## src/rtl/cfg_stream_pkg.sv

```systemverilog
package cfg_stream_pkg;

    // Chain output phase: quiet (high) or passing chip enable through
    typedef enum logic {
        CH_QUIET = 1'b0,
        CH_PASS  = 1'b1
    } chain_state_e;

    // Decoded pin conditions for one cycle
    typedef struct packed {
        logic sel;   // streaming mode, ready, chip enabled
        logic oe;    // reset/oe pin at its enable level
        logic adv;   // advance this edge
        logic clr;   // clear position this edge
    } rd_ctl_t;

    // Stored content: XOR reduction of the index masked by a pattern
    function automatic logic cfg_bit(input int unsigned idx, input int unsigned mask);
        return ^(idx & mask);
    endfunction

endpackage

```

## src/rtl/por_timer.sv

```systemverilog
module por_timer #(
    parameter int POR_CYCLES = 8
) (
    input  logic clk,
    input  logic rst,
    output logic hold_o
);
    localparam int PW = $clog2(POR_CYCLES + 1);

    logic [PW-1:0] left_q;

    always_ff @(posedge clk) begin
        if (rst) begin
            left_q <= PW'(POR_CYCLES);
        end else if (left_q != '0) begin
            left_q <= left_q - PW'(1);
        end
    end

    assign hold_o = (left_q != '0);
endmodule

```

## src/rtl/bit_position.sv

```systemverilog
module bit_position #(
    parameter int DEPTH = 64,
    localparam int AW = (DEPTH > 1) ? $clog2(DEPTH) : 1
) (
    input  logic          clk,
    input  logic          rst,
    input  logic          adv_i,
    input  logic          clr_i,
    output logic [AW-1:0] pos_o,
    output logic          done_o,
    output logic          last_hit_o
);
    localparam logic [AW-1:0] LAST = AW'(DEPTH - 1);

    logic [AW-1:0] pos_q;
    logic          done_q;

    // Final bit consumed on this edge
    assign last_hit_o = adv_i && !clr_i && !done_q && (pos_q == LAST);

    always_ff @(posedge clk) begin
        if (rst || clr_i) begin
            pos_q  <= '0;
            done_q <= 1'b0;
        end else if (adv_i && !done_q) begin
            if (pos_q == LAST) begin
                done_q <= 1'b1;
            end else begin
                pos_q <= pos_q + AW'(1);
            end
        end
    end

    assign pos_o  = pos_q;
    assign done_o = done_q;
endmodule

```

## src/rtl/bit_store.sv

```systemverilog
module bit_store #(
    parameter int          DEPTH    = 64,
    parameter int unsigned PAT_MASK = 45,
    localparam int AW = (DEPTH > 1) ? $clog2(DEPTH) : 1
) (
    input  logic [AW-1:0] pos_i,
    output logic          bit_o
);
    import cfg_stream_pkg::*;

    logic [DEPTH-1:0] cells;

    for (genvar g = 0; g < DEPTH; g++) begin : g_cell
        assign cells[g] = cfg_bit(g, PAT_MASK);
    end

    assign bit_o = cells[pos_i];
endmodule

```

## src/rtl/chain_ctl.sv

```systemverilog
module chain_ctl
    import cfg_stream_pkg::*;
(
    input  logic clk,
    input  logic rst,
    input  logic last_hit_i,
    input  logic clr_i,
    input  logic ce_n_i,
    output logic ceo_n_o
);
    chain_state_e st_q;

    always_ff @(posedge clk) begin
        if (rst || clr_i) begin
            st_q <= CH_QUIET;
        end else if (last_hit_i) begin
            st_q <= CH_PASS;
        end
    end

    assign ceo_n_o = (st_q == CH_PASS) ? ce_n_i : 1'b1;
endmodule

```

## src/rtl/cfg_stream_reader.sv

```systemverilog
module cfg_stream_reader
    import cfg_stream_pkg::*;
#(
    parameter int          DEPTH      = 64,
    parameter int          POR_CYCLES = 8,
    parameter int unsigned PAT_MASK   = 45,
    parameter bit          RST_LEVEL  = 1'b1
) (
    input  logic clk,
    input  logic rst,
    input  logic ser_en_i,
    input  logic ce_n_i,
    input  logic rst_oe_i,
    output logic data_o,
    output logic data_drv_o,
    output logic ceo_n_o,
    output logic rdy_pull_o
);
    localparam int AW = (DEPTH > 1) ? $clog2(DEPTH) : 1;

    logic          por_hold;
    logic [AW-1:0] cnt_q;
    logic          done_q;
    logic          last_hit;
    logic          store_bit;
    rd_ctl_t       ctl;

    por_timer #(.POR_CYCLES(POR_CYCLES)) u_por (
        .clk    (clk),
        .rst    (rst),
        .hold_o (por_hold)
    );

    always_comb begin
        ctl.sel = ser_en_i && !ce_n_i && !por_hold;
        ctl.oe  = (rst_oe_i != RST_LEVEL);
        ctl.adv = ctl.sel && ctl.oe;
        ctl.clr = ser_en_i && !por_hold && !ctl.oe;
    end

    bit_position #(.DEPTH(DEPTH)) u_pos (
        .clk        (clk),
        .rst        (rst),
        .adv_i      (ctl.adv),
        .clr_i      (ctl.clr),
        .pos_o      (cnt_q),
        .done_o     (done_q),
        .last_hit_o (last_hit)
    );

    bit_store #(.DEPTH(DEPTH), .PAT_MASK(PAT_MASK)) u_store (
        .pos_i (cnt_q),
        .bit_o (store_bit)
    );

    chain_ctl u_chain (
        .clk        (clk),
        .rst        (rst),
        .last_hit_i (last_hit),
        .clr_i      (ctl.clr),
        .ce_n_i     (ce_n_i),
        .ceo_n_o    (ceo_n_o)
    );

    assign data_drv_o = ctl.adv;
    assign data_o     = ctl.adv && (done_q || store_bit);
    assign rdy_pull_o = por_hold;
endmodule

```

## config.mk

```make
export PLATFORM = sky130hd
export DESIGN_NAME = cfg_stream_reader
export DESIGN_NICKNAME = d
export VERILOG_FILES = /design/src/rtl/cfg_stream_pkg.sv /design/src/rtl/por_timer.sv /design/src/rtl/bit_position.sv /design/src/rtl/bit_store.sv /design/src/rtl/chain_ctl.sv /design/src/rtl/cfg_stream_reader.sv
export SDC_FILE = /design/constraint.sdc
export NUM_CORES = 1
export LEC_CHECK = 0
export BUFFER_PORTS_ARGS = -buffer_cell sky130_fd_sc_hd__buf_2
export CAP_MARGIN = 30
export CORE_MARGIN = 8
export CORE_UTILIZATION = 35
export CTS_BUF_LIST = sky130_fd_sc_hd__clkbuf_8
export CTS_CLUSTER_DIAMETER = 150
export DETAILED_ROUTE_END_ITERATION = 6
export SLEW_MARGIN = 25
export SYNTH_ARGS = -nofsm -noshare
export SYNTH_HDL_FRONTEND = slang
export SYNTH_SLANG_ARGS = --single-unit
```

## constraint.sdc

```tcl
create_clock -name clk -period 3.75 [get_ports clk]
set_input_delay 0.5625 -clock clk [delete_from_list [all_inputs] [get_ports clk]]
set_output_delay 0.5625 -clock clk [all_outputs]
set_load 0.01 [all_outputs]
```

After elaboration in Yosys (flattened, before gate mapping)
Memories as Yosys holds them, arrays and structs flattened. A register that Yosys moved wholly into a read port is not among the register bits.
Index checks and enable logic that the tools add are counted.
{ "op_classes": {"n_addsub": 2, "order_cmp": 1, "n_eq_ne": 1, "n_mux": 4, "bitwise_logic": 2, "n_reduce_logical": 19} }
{ "op_table": {"columns": ["cell", "count"], "rows": [
  ["$mux 6", 2],
  ["$logic_and 1x1->1", 10],
  ["$lt 6x7->1 const B", 1],
  ["$add 6x1->6 const B", 1],
  ["$eq 6x6->1 const B", 1],
  ["$logic_not 1->1", 4],
  ["$reduce_and 2->1", 2],
  ["$reduce_bool 4->1", 1],
  ["$sub 4x1->4 const B", 1],
  ["$logic_or 1x1->1", 2],
  ["$mux 1", 2],
  ["$not 1->1", 2]
]} }
{ "word_totals": {"regBits": 12, "mem_bits_ro": 64, "inputBits": 5, "output_inout_bits": 4, "word_cells": 34, "n_memories": 1} }
{ "memory_table": {"columns": ["name", "words", "width", "rd", "rd_ports_with_merged_regs", "write_ports", "line_no", "text"], "rows": [
  ["(no name shown)", 64, 1, 1, 1, 0, "bit_store.sv:17", "assign bit_o = cells[pos_i];"]
]} }

Longest topological paths before layout
{ "logic_depth": {"word_depth": 8, "ltp_mapped": 7, "mapped_depth_nobuf": 7} }

By module
A second synthesis with hierarchy kept.
{ "unflattened": {"hier_cells": 71, "hier_area_um2": 674.4} }
{ "by_module_without_submodules": {"columns": ["module", "n_inst", "cells_each", "area_per_inst_um2", "seq_area_each_um2"], "rows": [
  ["bit_position", 1, 40, 366.6, 140.1],
  ["por_timer", 1, 21, 200.2, 80.1],
  ["cfg_stream_reader", 1, 3, 41.3, 0.0],
  ["chain_ctl", 1, 4, 40.0, 20.0],
  ["bit_store", 1, 3, 26.3, 0.0]
]} }

Least setup slack after synthesis
No wires, ideal clock.
{ "synth_path": {"path_kind": "input to register", "startpoint": "input port ce_n_i", "endpoint": "register, netlist name store_bit", "setup_time_ns": 0.121, "arrival_ns": 1.961, "required_ns": 3.629, "setup_slack_ns": 1.668, "path_stages": 5, "n_path_buf": 0, "cell_sequence": "or3_1 > nor4_1 > mux2i_1 > xnor2_1 > mux2_2"} }
{ "synth_lines": {"columns": ["item", "line_no", "text"], "rows": [
  ["start, declared", "cfg_stream_reader.sv:12", "input logic ce_n_i,"]
]} }

==> results.toml <==
[run_status]
status = "finished, final reports clean"

[setup_path]
startpoint_type = "flop"
reg2reg_slack_ps = 1650
r2r_end = "store_bit"
path_class = "flop to flop"
end_kind = "flop"
reg2reg_depth = 7
crit_fanout = 6
critPathRequiredTime_ps = 3880
crit_arrival_ps = 2230
r2r-start = "u_por.left_q[0]"

[cts]
postCtsHoldBufs = 0
clock_sinks = 13
clkTransAtPathRegs_ps = 60
postCtsSetupRepairBufs = 0
numCtsBuffers = 3
clock_latency_ps = 240
cts.repair.resized = 0
clockBufferDepth = 2
cts_root_buffer = "clkbuf_8"
cts_tree = "done"
htreeDepth = 1

[die]
fp.dieArea_sq_um = 3740
fp-row-count = 16
pin_count = 9
start_util_pct = 36.8
die_y_um = 61.2
design.core.area_sq_um = 1940
dieWidth_um = 61.2

[synthesis]
ys_seq_area_share_pct = 36.4
synth-edff-count = 0
synthFlopType = "dfxtp_1"
async_flop_share_pct = 0
syn-num-nets = 84
synth_area_leaders = "dfxtp_1, nor2_1, ha_1"
synth_cell_types = 30
netlist_instances = 76
avgSynthCellArea_sq_um = 9.40
ys_warn_count = 0
synth_area_sq_um = 714
synth.top_cell.area_share_pct = 36.4
synth_seq_cells = 13
synth_top_area_cell = "dfxtp_1"

[cells_and_area]
final_util_pct = 42.4
synthToLayoutAreaGrowth_pct = 15.2
final_nets = 96
mostFrequentLayoutCells = "nor2_1, dfxtp_1, buf_2"
final_common_cell = "nor2_1"
nFillCells = 202
insertedDiodeCount = 0
seqCellArea_sq_um = 260
drive_gt1_share_pct = 21.8
multi_input_area_sq_um = 435

[timing]
grt_setup_unrepaired = "false"
final_max_slew_viol_count = 0
slew-limit-headroom_pct = 74.7
hold_violations = 0
max_freq_mhz = 475
worstMarginPinSlew_ps = 379
skew_ps = 4.68
period_needed_ps = 2100
setup_viol = 0
fin_tns_setup_ps = 0
period_share_pct = 56.1

[grt]
overflow = 0
antenna_found_initial = 0
grt_pass1_wl_mm = 2.22
grt_usage_pct = 7.88
grt_pass1_vias = 558
grt_start_max_net_pins = 11

[placed_design]
place_congestion = 0.748
dp_hpwl_um = 998
io_buffer_count = 8

[routing]
drt_wl_total_mm = 1.27
ant_nets = 0
via_per_inst = 4.77
dr_total_vias = 544
dr.pass1.iters = 4
drc_errors = 0
post_drt_wl_per_cell_um = 11.2
drt_iter0_drc = 6

[run]
max_cap_violations = 0

[pwr]
total_leakage_power_nw = 0.326
peakVddDrop_mv = 0.190
power_density_nw_per_um2 = 489

[hold_path]
hold_path_startpoint = "u_chain.st_q"
min_path_type = "flop to flop"
hold_end = "u_chain.st_q"
worstHoldPathCells = 2
-- cell usage after synthesis (2+ instances only) --
cell and number:
ha_1 3, nand2b_1 2, nand2_1 7, dfxtp_1 13
inv_1 2, xor2_1 3, nor2_1 15, nor3_1 3
xnor2_1 3, or3_1 2, nand3_1 2, mux2i_1 3
-- cell type report --
type,count,area share (%)
sequential,13,31.6
inverter,2,0.912
tap,27,4.10
multi-input combinational,60,52.9
timing repair buffer,8,4.86
clock inverter,1,0.608
clock buffer,3,5.02
-- per-stage QoR --
step                      total power [mW]  cell area, sq um  setup slack, ps  instances  hold WS, ps
final                                0.402               823             1650        114          482
after global routing                 0.434               823             1520        114          513
after CTS                            0.409               823             1640        114          489
after detailed placement             0.284               777             1470        110          474
after global placement               0.281               777             1500        110          461
after floorplan                      0.262               714             1670         76          441
-- kinds of logic (layout without fill, tap and decap cells) --
family / after synthesis / count (layout) / share of synthesized area, %
simple gates: 40 / 40 / 31.3
mux: 5 / 5 / 8.93
xor+xnor: 6 / 6 / 7.36
buf+inv: 3 / 14 / 2.63
fa+ha+maj: 3 / 3 / 5.25
compound gates: 6 / 6 / 8.06
flops: 13 / 13 / 36.4
-- critical path: stages (launching register included) --
cell and delay (ps):
dfxtp_1 360, inv_1 70, ha_1 230, and4bb_2 290, o211a_4 180, mux4_2 470, nor2b_4 140, mux2_2 260
-- worst max-delay path by stage --
stage / depth (start not counted) / to / start / slack, ps
finish: 7 / store_bit / u_por.left_q[0] / 1650
global route: 7 / store_bit / u_por.left_q[0] / 1520
CTS: 7 / store_bit / u_por.left_q[0] / 1640
detailed placement: 6 / store_bit / ce_n_i / 1470
global placement: 6 / store_bit / ce_n_i / 1500
floorplan: 5 / store_bit / ce_n_i / 1670
-- flip-flops by register name (all words and copies together) (netlist names) --
name and flops:
u_pos.pos_o 6, store_bit 1, u_pos.done_o 1, u_por.left_q 4
u_chain.st_q 1
-- layer usage --
layer | wire (um) | global-route usage (%) | vias to the layer above
met4 | 9 | 3.99 | 0
met2 | 583 | 13.0 | 6
li1 | - | - | 287
met1 | 620 | 8.88 | 249
met3 | 58 | 2.51 | 2
met5 | 0 | 0 | -
-- power by group --
group / switching, mW / internal, mW
clock network: 0.0495 / 0.0733
registers: 0.0172 / 0.158
logic: 0.0527 / 0.0517
No activity file was read; power rests on OpenSTA's default activity.
